File: config.mk
export PLATFORM = sky130hd
export DESIGN_NAME = dual_interval_timer
export DESIGN_NICKNAME = d
export VERILOG_FILES = /design/src/rtl/dit_pkg.sv /design/src/rtl/dit_tick_gen.sv /design/src/rtl/dit_counter.sv /design/src/rtl/dit_flags.sv /design/src/rtl/dual_interval_timer.sv
export SDC_FILE = /design/constraint.sdc
export NUM_CORES = 1
export LEC_CHECK = 0
export ABC_AREA = 1
export BUFFER_PORTS_ARGS = -buffer_cell sky130_fd_sc_hd__buf_2
export CAP_MARGIN = 15
export CORE_MARGIN = 2
export CORE_UTILIZATION = 49
export CTS_CLUSTER_SIZE = 10
export DETAILED_ROUTE_END_ITERATION = 7
export GPL_ROUTABILITY_DRIVEN = 1
export PLACE_DENSITY = 0.63
export RECOVER_POWER = 50
export SLEW_MARGIN = 20
export SYNTH_ARGS = -nofsm -noshare
export SYNTH_HDL_FRONTEND = slang
export SYNTH_SLANG_ARGS = --single-unit
File: constraint.sdc
create_clock -name clk -period 4.2 [get_ports clk]
set_input_delay 0.84 -clock clk [delete_from_list [all_inputs] [get_ports clk]]
set_output_delay 0.84 -clock clk [all_outputs]
set_load 0.01 [all_outputs]
File: src/rtl/dit_pkg.sv
package dit_pkg;

  localparam int BIT_RUN_A  = 0;
  localparam int BIT_RUN_B  = 1;
  localparam int BIT_MASK_B = 5;
  localparam int BIT_MASK_A = 6;
  localparam int BIT_CLEAR  = 7;

  typedef struct packed {
    logic run_a;
    logic run_b;
    logic mask_a;
    logic mask_b;
  } ctl_t;

  function automatic ctl_t decode_ctrl(input logic [7:0] d);
    ctl_t c;
    c.run_a  = d[BIT_RUN_A];
    c.run_b  = d[BIT_RUN_B];
    c.mask_a = d[BIT_MASK_A];
    c.mask_b = d[BIT_MASK_B];
    return c;
  endfunction

  function automatic logic is_clear(input logic [7:0] d);
    return d[BIT_CLEAR];
  endfunction

  function automatic logic [7:0] pack_status(input logic flag_a, input logic flag_b);
    return {flag_a | flag_b, flag_a, flag_b, 5'b00000};
  endfunction

endpackage

File: src/rtl/dit_tick_gen.sv
module dit_tick_gen #(
  parameter int CLKS_PER_TICK = 4000,
  parameter int SLOW_RATIO    = 4
) (
  input  logic clk,
  input  logic rst_n,
  output logic tick_fast,
  output logic tick_slow
);
  localparam int PW = (CLKS_PER_TICK > 1) ? $clog2(CLKS_PER_TICK) : 1;
  localparam int SW = (SLOW_RATIO > 1) ? $clog2(SLOW_RATIO) : 1;
  localparam logic [PW-1:0] PRE_LAST = PW'(CLKS_PER_TICK - 1);
  localparam logic [SW-1:0] DIV_LAST = SW'(SLOW_RATIO - 1);

  logic [PW-1:0] pre_q;
  logic [SW-1:0] div_q;

  assign tick_fast = (pre_q == PRE_LAST);
  assign tick_slow = tick_fast && (div_q == DIV_LAST);

  always_ff @(posedge clk) begin
    if (!rst_n) begin
      pre_q <= '0;
      div_q <= '0;
    end else begin
      pre_q <= tick_fast ? '0 : pre_q + 1'b1;
      if (tick_fast)
        div_q <= (div_q == DIV_LAST) ? '0 : div_q + 1'b1;
    end
  end
endmodule

File: src/rtl/dit_counter.sv
module dit_counter #(
  parameter int CNT_W = 8
) (
  input  logic             clk,
  input  logic             rst_n,
  input  logic             tick,
  input  logic             run,
  input  logic             start,
  input  logic [CNT_W-1:0] preload,
  output logic [CNT_W-1:0] cnt,
  output logic             ovf
);
  localparam logic [CNT_W-1:0] CNT_MAX = '1;

  assign ovf = run && tick && !start && (cnt == CNT_MAX);

  always_ff @(posedge clk) begin
    if (!rst_n)
      cnt <= '0;
    else if (start)
      cnt <= preload;
    else if (run && tick)
      cnt <= (cnt == CNT_MAX) ? preload : cnt + 1'b1;
  end
endmodule

File: src/rtl/dit_flags.sv
module dit_flags #(
  parameter int NT = 2
) (
  input  logic          clk,
  input  logic          rst_n,
  input  logic          clear,
  input  logic [NT-1:0] ovf,
  input  logic [NT-1:0] mask,
  output logic [NT-1:0] flag
);
  for (genvar i = 0; i < NT; i++) begin : g_flag
    always_ff @(posedge clk) begin
      if (!rst_n || clear)
        flag[i] <= 1'b0;
      else if (ovf[i] && !mask[i])
        flag[i] <= 1'b1;
    end
  end
endmodule

File: src/rtl/dual_interval_timer.sv
module dual_interval_timer #(
  parameter int CNT_W         = 8,
  parameter int CLKS_PER_TICK = 4000,
  parameter int SLOW_RATIO    = 4
) (
  input  logic       clk,
  input  logic       rst_n,
  input  logic       wr_preload_a,
  input  logic       wr_preload_b,
  input  logic       wr_ctrl,
  input  logic [7:0] wr_data,
  output logic [7:0] status,
  output logic       irq
);
  import dit_pkg::*;

  localparam int NT = 2;

  ctl_t ctl_q;
  ctl_t ctl_new;
  logic ctrl_apply;
  logic clear_req;

  logic tick_fast, tick_slow;
  logic [NT-1:0] tick_v, run_v, new_run_v, start_v, mask_v, ovf_v, wr_pre_v, flag_v;
  logic [CNT_W-1:0] pre_q [NT];
  logic [CNT_W-1:0] cnt_v [NT];

  assign ctl_new    = decode_ctrl(wr_data);
  assign clear_req  = wr_ctrl && is_clear(wr_data);
  assign ctrl_apply = wr_ctrl && !is_clear(wr_data);

  always_ff @(posedge clk) begin
    if (!rst_n)
      ctl_q <= '0;
    else if (ctrl_apply)
      ctl_q <= ctl_new;
  end

  dit_tick_gen #(.CLKS_PER_TICK(CLKS_PER_TICK), .SLOW_RATIO(SLOW_RATIO)) u_tick (
    .clk(clk), .rst_n(rst_n), .tick_fast(tick_fast), .tick_slow(tick_slow)
  );

  assign tick_v    = {tick_slow, tick_fast};
  assign run_v     = {ctl_q.run_b, ctl_q.run_a};
  assign mask_v    = {ctl_q.mask_b, ctl_q.mask_a};
  assign new_run_v = {ctl_new.run_b, ctl_new.run_a};
  assign wr_pre_v  = {wr_preload_b, wr_preload_a};

  for (genvar i = 0; i < NT; i++) begin : g_tmr
    assign start_v[i] = ctrl_apply && new_run_v[i] && !run_v[i];

    always_ff @(posedge clk) begin
      if (!rst_n)
        pre_q[i] <= '0;
      else if (wr_pre_v[i])
        pre_q[i] <= wr_data[CNT_W-1:0];
    end

    dit_counter #(.CNT_W(CNT_W)) u_cnt (
      .clk(clk), .rst_n(rst_n), .tick(tick_v[i]), .run(run_v[i]),
      .start(start_v[i]), .preload(pre_q[i]), .cnt(cnt_v[i]), .ovf(ovf_v[i])
    );
  end

  dit_flags #(.NT(NT)) u_flags (
    .clk(clk), .rst_n(rst_n), .clear(clear_req),
    .ovf(ovf_v), .mask(mask_v), .flag(flag_v)
  );

  assign status = pack_status(flag_v[0], flag_v[1]);
  assign irq    = status[7];

  // named internal events for the bound checker
  logic [CNT_W-1:0] cnt_a, cnt_b, preload_a, preload_b;
  logic ovf_a, ovf_b, start_a, start_b, mask_a, run_a, run_b;
  assign cnt_a     = cnt_v[0];
  assign cnt_b     = cnt_v[1];
  assign preload_a = pre_q[0];
  assign preload_b = pre_q[1];
  assign ovf_a     = ovf_v[0];
  assign ovf_b     = ovf_v[1];
  assign start_a   = start_v[0];
  assign start_b   = start_v[1];
  assign mask_a    = mask_v[0];
  assign run_a     = run_v[0];
  assign run_b     = run_v[1];
endmodule

==> results.tsv <==
stage	metric	value	unit
run_status	outcome	finished, final reports clean	
yosys	main combinational cell family by area after synthesis	simple AND/OR/NAND/NOR gates	
drt	initial DRC count	121	
drt	per-cell routed wire length	11.70	um
yosys	mux cell area share after synthesis	0	
cells_and_area	utilization after layout	0.5470	
clock_network	Reg clk slew, reported paths	0.09	ns
yosys	post-synth top area cell	dfxtp_1	
die	Die Ht	80.12	um
clock_network	CTS sink cnt	52	
cells_and_area	# nets final	408	
yosys	Post-synth EDFFs	16	
timing	accumulated negative setup slack	0	ns
global_route	GR Overflow Total	0	
global_route	largest net degree at the start of global routing	24	
worst_hold_path	min-delay src	u_tick.pre_q[10]	
placement	Detailed Place HPWL	4030	um
setup_path	WP data arrival	2.31	ns
power_and_ir_drop	Leak	1.366	nW
yosys	Gate Count Post-Synth	376	
cells_and_area	Syn-to-layout area delta	6.743	%
die	Core Region	5540	um^2
die	die area	6418	um^2
power_and_ir_drop	internal cell power	0.0007660	W
timing	setup ws final	1.925	ns
yosys	YS warnings	0	
clock_network	CTS buffer count	5	
power_and_ir_drop	Worst VDD drop	0.0001952	V
yosys	Post-synth top cells	nand2_1, nor2_1, inv_1	
timing	Max Slew Vio Count	0	
yosys	Mapped Area	2839	um^2
global_route	global-route wire length before repair	9597	um
yosys	Post-synth ARST share	0	
die	I/O pin total	22	
power_and_ir_drop	switching power total	0.0002364	W
timing	Tmin final	2.275	ns
clock_network	Worst-Skew Late Latency	0.30	ns
timing	Setup Viol. Count Final	0	
clock_network	Post-CTS Hold Buffers	0	
yosys	Seq cells post-synth	52	
power_and_ir_drop	clock power share	0.356	
drt	length of the first detailed-routing pass in iterations	4	
setup_path	Crit Path Class	in -> reg	
placement	Setup WS pre-CTS	2.083	ns
setup_path	CP max FO	23	
yosys	Compound-Gate Fraction of Synth Area	0.06831	
power_and_ir_drop	P per Cell Area	330.8	nW/um^2
clock_network	post_cts resized	0	
clock_network	CTS max path bufs	2	
power_and_ir_drop	sequential share of power	0.558	
yosys	xor/xnor cell area share of the yosys netlist	0.02160	
yosys	area share of the largest cell type after synthesis	0.2539	
timing	Worst Clk Skew	0.007529	ns
yosys	register area share after synthesis	0.4231	
setup_path	worst setup path startpoint	rst_n	
drt	via count	2232	
clock_network	CTS tree	built	
setup_path	Reg-to-Reg Start	u_tick.pre_q[0]	
worst_hold_path	Min-Delay Path Class	reg -> reg	
yosys	Synth Flop Type	dfxtp_1	
timing	Final period util	0.5417	
cells_and_area	Antenna diodes	0	
yosys	Mapped Avg Cell Area	7.550	um^2
global_route	initial antenna violation count	0	
placement	Port-buffer cells	16	
clock_network	H-tree lvl count	2	
placement	global placer's final weighted congestion	0.8095	
drt	DRT antenna net count	0	
job	Max-Cap Viols	0	
yosys	Post-Synth Adder-Cell Area	0.01763	
timing	Hold Vio Cnt, Final	0	
power_and_ir_drop	Comb power frac	0.087	
timing	relative slew slack	0.3045	
clock_network	clock tree root driver cell	clkbuf_8	
yosys	most numerous cell in the Yosys netlist	nand2_1	
timing	Slew @ Worst Pin	1.043	ns
yosys	Area contributors post-synth	dfxtp_1, edfxtp_1, nand2_1, nor2_1, inv_1	
clock_network	Post-CTS Setup Repair Bufs	0	
die	Initial Util	0.5124	
yosys	count of distinct cell types in the synthesized netlist	37	
drt	DRC errors left	0	
global_route	number of global-route vias before repair	2158	
power_and_ir_drop	total power	0.001002	W
setup_path	WP data required	4.24	ns
timing	RSZ-0062 raised after global routing	no	
die	row count	27	
yosys	Synth Area in Simple Gates	0.3636	
die	Die X	80.12	um
timing	fmax	439.5	MHz
drt	routed wire length	5431	um
setup_path	Setup crit end kind	flop	
global_route	overall routing resource usage	0.1905	
power_and_ir_drop	sw frac	0.2358	
setup_path	Setup crit start kind	input port	
cells_and_area	share of cells above drive strength 1	0.1327	
drt	Vias/cell	4.810	
[kinds of logic (layout without fill, tap and decap cells)]
group           count (synthesis)  after routing
fa+ha+maj                       4              4
other cells                     1              5
flops                          52             52
compound gates                 37             37
buf+inv                        64             76
xor+xnor                        7              7
simple gates                  211            211
[sequential cells by signal, indices dropped and copies added (netlist names), 2 cells and up]
name             count
g_tmr.u_cnt.cnt     16
pre_q               16
u_tick.div_q         2
u_tick.pre_q        12
u_flags.flag         2
[cell usage in the layout, fill, tap and decap left out, drive strengths merged, types with 3 or more instances in the layout]
master,instances
clkbuf,9
inv,52
xor2,6
nor2,66
nand3,27
dfxtp,36
nand4,4
ha,4
nand2,102
or2,3
edfxtp,16
nand3b,5
a21oi,20
buf,13
conb,5
o21ai,15
[path summary, 6_finish.rpt]
check | end | slack, ns | cells past startpoint
max | pre_q[0][6] | 1.92 | 3
min | u_tick.pre_q[10] | 0.45 | 2
max reg2reg | u_tick.pre_q[7] | 2.51 | 8
min reg2reg | u_tick.pre_q[10] | 0.45 | 2
[area by class of cell]
cell class                 instances  area [um^2]
clock buffer                       6        82.58
clock inverter                     2        33.78
fill                             584         2510
inverter                          52        197.7
multi-input combinational        264         1349
sequential                        52         1201
tap                               72        90.09
timing repair buffer              16        76.32
[power by group through the flow]
stage,logic (W),clock network (W),registers [W]
after floorplan,0.0000731,0,0.000566
after global placement,0.0000868,0,0.000571
after detailed placement,0.0000874,0,0.000571
after CTS,0.0000881,0.000364,0.000559
after global routing,0.000102,0.000380,0.000563
final,0.0000871,0.000356,0.000559
[critical path, stage by stage]
cell and delay (ns):
clkbuf_1 0.75, inv_1 0.26, or2_2 0.45
[per-layer routing]
metal | routed length, um | vias to the layer above | track usage | part of all wire
li1 | - | 1195 | - | -
met1 | 2894 | 998 | 0.2782 | 0.53
met2 | 2291 | 33 | 0.2867 | 0.42
met3 | 183 | 6 | 0.03483 | 0.034
met4 | 61 | 0 | 0.05593 | 0.011
met5 | 0 | - | 0 | 0
[metrics by stage]
| step | cell area, um^2 | hold WS, ns | std cells |
|---|---|---|---|
| final | 3030 | 0.4538 | 464 |
| after global routing | 3030 | 0.4841 | 464 |
| after CTS | 3042 | 0.4552 | 464 |
| after detailed placement | 2925 | 0.4408 | 456 |
| after global placement | 2925 | 0.4392 | 456 |
| after floorplan | 2854 | 0.4253 | 380 |
Note: power is estimated with default switching activity, not from simulation.
